--- src/rtl/clk_lane_pkg.sv ---
package clk_lane_pkg;

  typedef enum logic [3:0] {
    ST_IDLE  = 4'd0,
    ST_REQ   = 4'd1,
    ST_PREP  = 4'd2,
    ST_ZERO  = 4'd3,
    ST_PRE   = 4'd4,
    ST_RUN   = 4'd5,
    ST_POST  = 4'd6,
    ST_TRAIL = 4'd7,
    ST_EXIT  = 4'd8
  } cl_state_e;

  localparam logic [2:0] LINE_LP11  = 3'd0;
  localparam logic [2:0] LINE_LP01  = 3'd1;
  localparam logic [2:0] LINE_LP00  = 3'd2;
  localparam logic [2:0] LINE_HS0   = 3'd3;
  localparam logic [2:0] LINE_HSCLK = 3'd4;

  function automatic logic [2:0] line_of(cl_state_e st);
    case (st)
      ST_REQ:                  line_of = LINE_LP01;
      ST_PREP:                 line_of = LINE_LP00;
      ST_ZERO, ST_TRAIL:       line_of = LINE_HS0;
      ST_PRE, ST_RUN, ST_POST: line_of = LINE_HSCLK;
      default:                 line_of = LINE_LP11;
    endcase
  endfunction

endpackage

--- src/rtl/clk_lane_tmr.sv ---
module clk_lane_tmr #(
  parameter int CNT_W = 8
) (
  input  logic             clk,
  input  logic             rst_n,
  input  logic             load,
  input  logic [CNT_W-1:0] load_val,
  output logic             expired
);
  logic [CNT_W-1:0] cnt_q;
  logic [CNT_W-1:0] cnt_d;
  logic             cnt_en;

  always_comb begin
    cnt_en = load || (cnt_q != '0);
    if (load) cnt_d = load_val;
    else      cnt_d = cnt_q - 1'b1;
  end

  always_ff @(posedge clk or negedge rst_n) begin
    if (!rst_n)      cnt_q <= '0;
    else if (cnt_en) cnt_q <= cnt_d;
  end

  assign expired = (cnt_q == '0);
endmodule

--- src/rtl/clk_lane_fsm.sv ---
module clk_lane_fsm
  import clk_lane_pkg::*;
(
  input  cl_state_e state_q,
  input  logic      hs_req,
  input  logic      data_lp_done,
  input  logic      expired,
  output cl_state_e state_d
);
  always_comb begin
    state_d = state_q;
    case (state_q)
      ST_IDLE:  if (hs_req) state_d = ST_REQ;
      ST_REQ:   if (expired) state_d = ST_PREP;
      ST_PREP:  if (expired) state_d = ST_ZERO;
      ST_ZERO:  if (expired) state_d = ST_PRE;
      ST_PRE:   if (expired) state_d = ST_RUN;
      ST_RUN:   if (!hs_req && data_lp_done) state_d = ST_POST;
      ST_POST:  if (expired) state_d = ST_TRAIL;
      ST_TRAIL: if (expired) state_d = ST_EXIT;
      ST_EXIT:  if (expired) state_d = hs_req ? ST_REQ : ST_IDLE;
      default:  state_d = ST_IDLE;
    endcase
  end
endmodule

--- src/rtl/clk_lane_seq.sv ---
module clk_lane_seq
  import clk_lane_pkg::*;
#(
  parameter int CNT_W = 8
) (
  input  logic             clk,
  input  logic             rst_n,
  input  logic             hs_req,
  input  logic             data_lp_done,
  input  logic [CNT_W-1:0] t_lpx,
  input  logic [CNT_W-1:0] t_prep,
  input  logic [CNT_W-1:0] t_zero,
  input  logic [CNT_W-1:0] t_pre,
  input  logic [CNT_W-1:0] t_post,
  input  logic [CNT_W-1:0] t_trail,
  input  logic [CNT_W-1:0] t_exit,
  output logic [2:0]       line_state,
  output logic             lanes_ready
);
  cl_state_e        state_q;
  cl_state_e        state_d;
  logic             expired;
  logic             tmr_load;
  logic [CNT_W-1:0] tmr_val;

  clk_lane_fsm u_fsm (
    .state_q      (state_q),
    .hs_req       (hs_req),
    .data_lp_done (data_lp_done),
    .expired      (expired),
    .state_d      (state_d)
  );

  always_comb begin
    tmr_load = (state_d != state_q);
    case (state_d)
      ST_REQ:   tmr_val = t_lpx;
      ST_PREP:  tmr_val = t_prep;
      ST_ZERO:  tmr_val = t_zero;
      ST_PRE:   tmr_val = t_pre;
      ST_POST:  tmr_val = t_post;
      ST_TRAIL: tmr_val = t_trail;
      ST_EXIT:  tmr_val = t_exit;
      default:  tmr_val = '0;
    endcase
  end

  clk_lane_tmr #(.CNT_W(CNT_W)) u_tmr (
    .clk      (clk),
    .rst_n    (rst_n),
    .load     (tmr_load),
    .load_val (tmr_val),
    .expired  (expired)
  );

  always_ff @(posedge clk or negedge rst_n) begin
    if (!rst_n)        state_q <= ST_IDLE;
    else if (tmr_load) state_q <= state_d;
  end

  assign line_state  = line_of(state_q);
  assign lanes_ready = (state_q == ST_RUN);
endmodule

--- config.mk ---
export PLATFORM = sky130hd
export DESIGN_NAME = clk_lane_seq
export DESIGN_NICKNAME = d
export VERILOG_FILES = /design/src/rtl/clk_lane_pkg.sv /design/src/rtl/clk_lane_tmr.sv /design/src/rtl/clk_lane_fsm.sv /design/src/rtl/clk_lane_seq.sv
export SDC_FILE = /design/constraint.sdc
export NUM_CORES = 1
export LEC_CHECK = 0
export BUFFER_PORTS_ARGS = -buffer_cell sky130_fd_sc_hd__buf_2
export CORE_ASPECT_RATIO = 1.5
export CORE_MARGIN = 2
export CORE_UTILIZATION = 42
export DETAILED_ROUTE_END_ITERATION = 12
export PLACE_DENSITY = 0.76
export SLEW_MARGIN = 20
export SYNTH_ARGS = -nofsm -noshare
export SYNTH_HDL_FRONTEND = slang
export SYNTH_SLANG_ARGS = --single-unit
--- constraint.sdc ---
create_clock -name clk -period 2.9 [get_ports clk]
set_clock_uncertainty 0.15 [all_clocks]
set_input_delay 0.145 -clock clk [delete_from_list [all_inputs] [get_ports clk]]
set_output_delay 0.145 -clock clk [all_outputs]
set_load 0.1 [all_outputs]
Yosys cells after proc, flatten, opt, wreduce, memory -nomap -nowiden
Index checks and enable logic that the tools add are counted.

$add $sub $neg: 1. Equality and inequality tests: 16. Multiplexer cells: 14. Reductions and logical operators: 8.

Operators by type and width (number): one-hot mux 8 bit (7 select lines) (1); 2-to-1 mux 4 bit (9); one-hot mux 4 bit (9 select lines) (1); equality test 4 x 3 -> 1 bit, second input constant (7); equality test 4 x 2 -> 1 bit, second input constant (4); one-hot mux 3 bit (4 select lines) (1); equality test 4 x 1 -> 1 bit, second input constant (2); equality test 4 bit, second input constant (2); zero test 8 bit (1); 2-to-1 mux 8 bit (1); nonzero test 8 bit (1); subtractor 8 x 1 -> 8 bit, second input constant (1); zero test 4 bit (1); inequality test 4 bit (1); OR reduction 3 bit (1); OR reduction 2 bit (1); logical AND 1 bit (1); zero test 1 bit (1); logical OR 1 bit (1); 2-to-1 mux 1 bit (1).

Register bits after elaboration: 12. Output and inout bits: 4. Logic and storage cells: 41.

Logic depth before layout (Yosys ltp)
Depth in word-level cells: 7. Mapped depth: 12.

By module
A second synthesis with hierarchy kept.

Cell total of the unflattened synthesis: 158. Area, all modules: 1390.1 um^2.

Modules (own cells, without submodules): clk_lane_seq (times used 1, cells an instance 83, area each 772.0 um^2); clk_lane_tmr (times used 1, cells an instance 55, area each 486.7 um^2); clk_lane_fsm (times used 1, cells an instance 20, area each 131.4 um^2).

Worst setup path after synthesis
Ideal clock, no wire load.

Path kind: register -> output. Start point: register state_q[0]. End point: output line_state[1]. Arrival: 2.864 ns. Data required time: 2.605 ns. Setup slack: -0.259 ns. Stages on the path, launching flop included: 4. Path buffers: 1. Cell sequence: dfrtp_1 -> clkbuf_1 -> inv_1 -> a211oi_1.

Word-level cells in the longest chain between the ends: 3. Elaborated cells on any way between the ends: 10.

Ends and longest elaborated chain: from (decl) (line clk_lane_seq.sv:20) `cl_state_e state_q;`; from (signal assigned) (line clk_lane_seq.sv:58) `else if (tmr_load) state_q <= state_d;`; equality test 4 x 3 -> 1 bit or equality test 4 x 2 -> 1 bit (tied branches) (line clk_lane_pkg.sv:22) `case (st)`; OR reduction 3 bit or OR reduction 2 bit (tied branches) (line clk_lane_pkg.sv:22); one-hot mux 3 bit (4 select lines) * (line clk_lane_pkg.sv:22); to (decl) (line clk_lane_seq.sv:17) `output logic [2:0] line_state,`.

Mark *: on every way between the ends. The rest lies on a longest branch, timed or not.

Final worst setup path
Start point: register u_tmr.cnt_q[4]. End point: register u_tmr.cnt_q[5].

Word-level cells in the longest chain between the ends: 6. Elaborated cells on any way between the ends: 22.

Ends and longest elaborated chain: from (decl) (line clk_lane_tmr.sv:10) `logic [CNT_W-1:0] cnt_q;`; from (signal assigned) (line clk_lane_tmr.sv:22) `else if (cnt_en) cnt_q <= cnt_d;`; zero test 8 bit (line clk_lane_tmr.sv:25) `assign expired = (cnt_q == '0);`; 2-to-1 mux 4 bit, or another cell as far along (line clk_lane_fsm.sv:21) `ST_EXIT: if (expired) state_d = hs_req ? ST_REQ : ST_IDLE;`; one-hot mux 4 bit (9 select lines) (line clk_lane_fsm.sv:12) `case (state_q)`; equality test 4 bit, or another cell as far along (line clk_lane_seq.sv:36) `case (state_d)`; one-hot mux 8 bit (7 select lines) (line clk_lane_seq.sv:36); 2-to-1 mux 8 bit (line clk_lane_tmr.sv:16) `if (load) cnt_d = load_val;`.

Several ways; a longest one is shown, not always the timed one. A chain may end at the register's enable or synchronous reset.

==> run metrics <==
Hold Vio Cnt, Final 0; Slew Limit Fails 0; Leak Pwr 0.907 nW; asr flop ratio synth between 90% and 100%; Die Y 74.2 µm; Detailed Place HPWL 3.77 mm; Max clock buf depth 2; CTS Buf Count 3; critical path required time 2.87 ns; Comb power frac 79.7%; post-route cell area 1960 µm²; layout cells sized above 1 44.9%; sequential cell area 300 µm²; Setup-failing EPs final 0; Slew Limit Headroom 60.1%; Post-Synthesis Cells 172; syn_area_per_cell 8.02 µm²; footprint of the multi-input gates 1040 µm²; die area 3770 µm²; Core Box Area 3160 µm²; commonest cells in the netlist 27 x nand2_1, 12 x dfrtp_1, 9 x nor2_1; filler instances ~290; Synthesized Nets 233; DP Area 1870 µm²; Worst EP arrival 2.78 ns; GRT Util Overall between 20% and 30%; Pint between 1 and 1.5 mW; gpl congestion 0.864; post-synth design cell area 1380 µm²; CTS H-tree lvls 1; RSZ-0062 raised after global routing no; Post-synth EDFFs 0; Initial Util 43.7%; DR iter-0 viols 36; number of vias per cell around 5.9; CP max FO 10; Overflow after GRT 0; Die X ~51 µm; Sequential Power Share 13.4%; max cap viols 0; overall power ~2.6 mW; Yosys top cell area share 21.8%; initial antenna violation count 0; drt pass-1 iters 5; most common cell in the synthesized netlist nand2_1; P_sw 1.42 mW; global-route wire length before repair about 7.4 mm; via count around 1700; element type at the critical path end flip-flop; nets@finish 316; Power Density 1340 nW/µm²; Startpoint Class flip-flop; critical path class reg2reg; register area share after synthesis 21.8%; switch share a little over half; post-route ant nets 0; routed len/inst 15.8 µm; hold crit path type in2reg; antenna cells 0; peak supply drop 0.770 mV; Synth area leader dfrtp_1; Synth Flop Type dfrtp_1; Fmax 356 MHz; Placement Rows 25; Final min period 2.81 ns; YS warnings 0; synth unique cells 60; Clock Latency Late Sink 0.24 ns; Synth area leaders dfrtp_1 22%, nand2_1 7.3%, a31oi_1 3.2%; buffers added on ports 63; Total Wirelength 4.65 mm; CTS tree done; area grow syn2layout 42.2%; # DRC 0; clock root cell clkbuf_8; I/O pins 64; synthesized flop and latch total 12; worst-margin pin slew 0.599 ns; vias in the first global route 1678; Worst-path clk slew ~0.050 ns; Clock Sink Count 12; final period utilization 96.8%; pin count of the biggest net entering global routing 13; clock network power share 7.0%; status finished, final reports clean
## worst paths after layout
check	startpoint	to	slack, ns	cells past startpoint
hold / removal	t_prep[3]	u_tmr.cnt_q[3]	0.07	3
setup reg to reg	u_tmr.cnt_q[4]	u_tmr.cnt_q[5]	0.09	8
min in group asynchronous	rst_n	u_tmr.cnt_q[0]	0.16	2
max in group asynchronous	rst_n	u_tmr.cnt_q[1]	2.22	2
setup / recovery	u_tmr.cnt_q[4]	u_tmr.cnt_q[5]	0.09	8
hold reg to reg	u_tmr.cnt_q[7]	u_tmr.cnt_q[7]	0.46	3
## power groups by stage
stage	Clock (mW)	Combinational, mW	Sequential (mW)
floorplan	0	1.45	0.291
global placement	0	1.97	0.344
detailed placement	0	2.00	0.347
global route	0.198	2.25	0.364
CTS	0.185	2.04	0.345
finish	0.183	2.09	0.350
## critical path, cell delays in order (launching register included)
cell	delay, ns
dfrtp_1	0.43
or4_4	0.60
or3_4	0.42
nand3_4	0.18
mux2i_1	0.21
o21ai_0	0.11
a2111oi_2	0.38
buf_4	0.17
o21ai_1	0.05
## metrics by stage
stage                     util (%)  instances  hold WS [ns]  setup slack (ns)  setup TNS [ns]
after CTS                     61.5        293        0.0679            0.0704               0
after detailed placement      59.2        288        -0.115           -0.0234         -0.0234
after floorplan                  -        172        -0.301             0.159               0
final                         62.1        294        0.0654            0.0925               0
after global placement        59.2        288        -0.118            0.0234               0
after global routing          62.1        294        0.0714            0.0172               0
## layout make-up
type | count | share of cell area, %
Multi-Input combinational cell | 144 | 52.9
Timing Repair Buffer | 85 | 24.6
Sequential cell | 12 | 15.3
Clock buffer | 4 | 2.80
Tap cell | 40 | 2.55
Inverter | 9 | 1.85
## sequential cells by signal (all words and copies together) (netlist names)
name	count
u_tmr.cnt_q	8
state_q	4
## what timing repair did
item | CTS | global route
pin swaps | 1 | 1
gates cloned | 0 | 0
endpoints found under the hold margin | 12 | 0
setup buffers | 0 | 1
hold buffers | 1 | 0
setup endpoints to repair | 1 | 6
resized for setup | 2 | 2
## metal layers
layer / track usage, % / part of all wire (%) / up-vias
li1: - / - / 831
met1: 28.9 / 36 / 819
met2: 48.8 / 55 / 79
met3: 2.21 / 6.0 / 15
met4: 13.8 / 3.1 / 0
met5: 0 / 0 / -
## placed cells by master (no fill, tap or decap), types with 3 or more instances in the layout
cell / n
inv_1: 6
and2_1: 3
nor3_2: 3
o21ai_1: 3
nand2_1: 27
buf_2: 63
a222oi_1: 3
xnor2_1: 3
a211oi_1: 4
mux2i_1: 4
a21oi_1: 6
nor2_1: 9
a31oi_1: 7
a32oi_1: 3
a221oi_1: 3
o21ai_0: 4
buf_4: 21
nand3_1: 7
nor3_1: 4
clkbuf_8: 4
xor2_1: 4
o21ai_2: 3
nand2b_1: 3
dfrtp_1: 12
## logic make-up (layout without fill, tap and decap cells)
logic type,Yosys count,count (layout),share of synthesized area (%)
and+or+nand+nor,75,75,31.4
adders and majority gates,1,1,0.906
buffers and inverters,16,98,5.26
muxes,5,5,3.72
xor gates and xnor gates,7,7,4.44
DFF,12,12,21.8
AOI/OAI and AO/OA,56,56,32.5
Power figures use the tool's default switching activity.
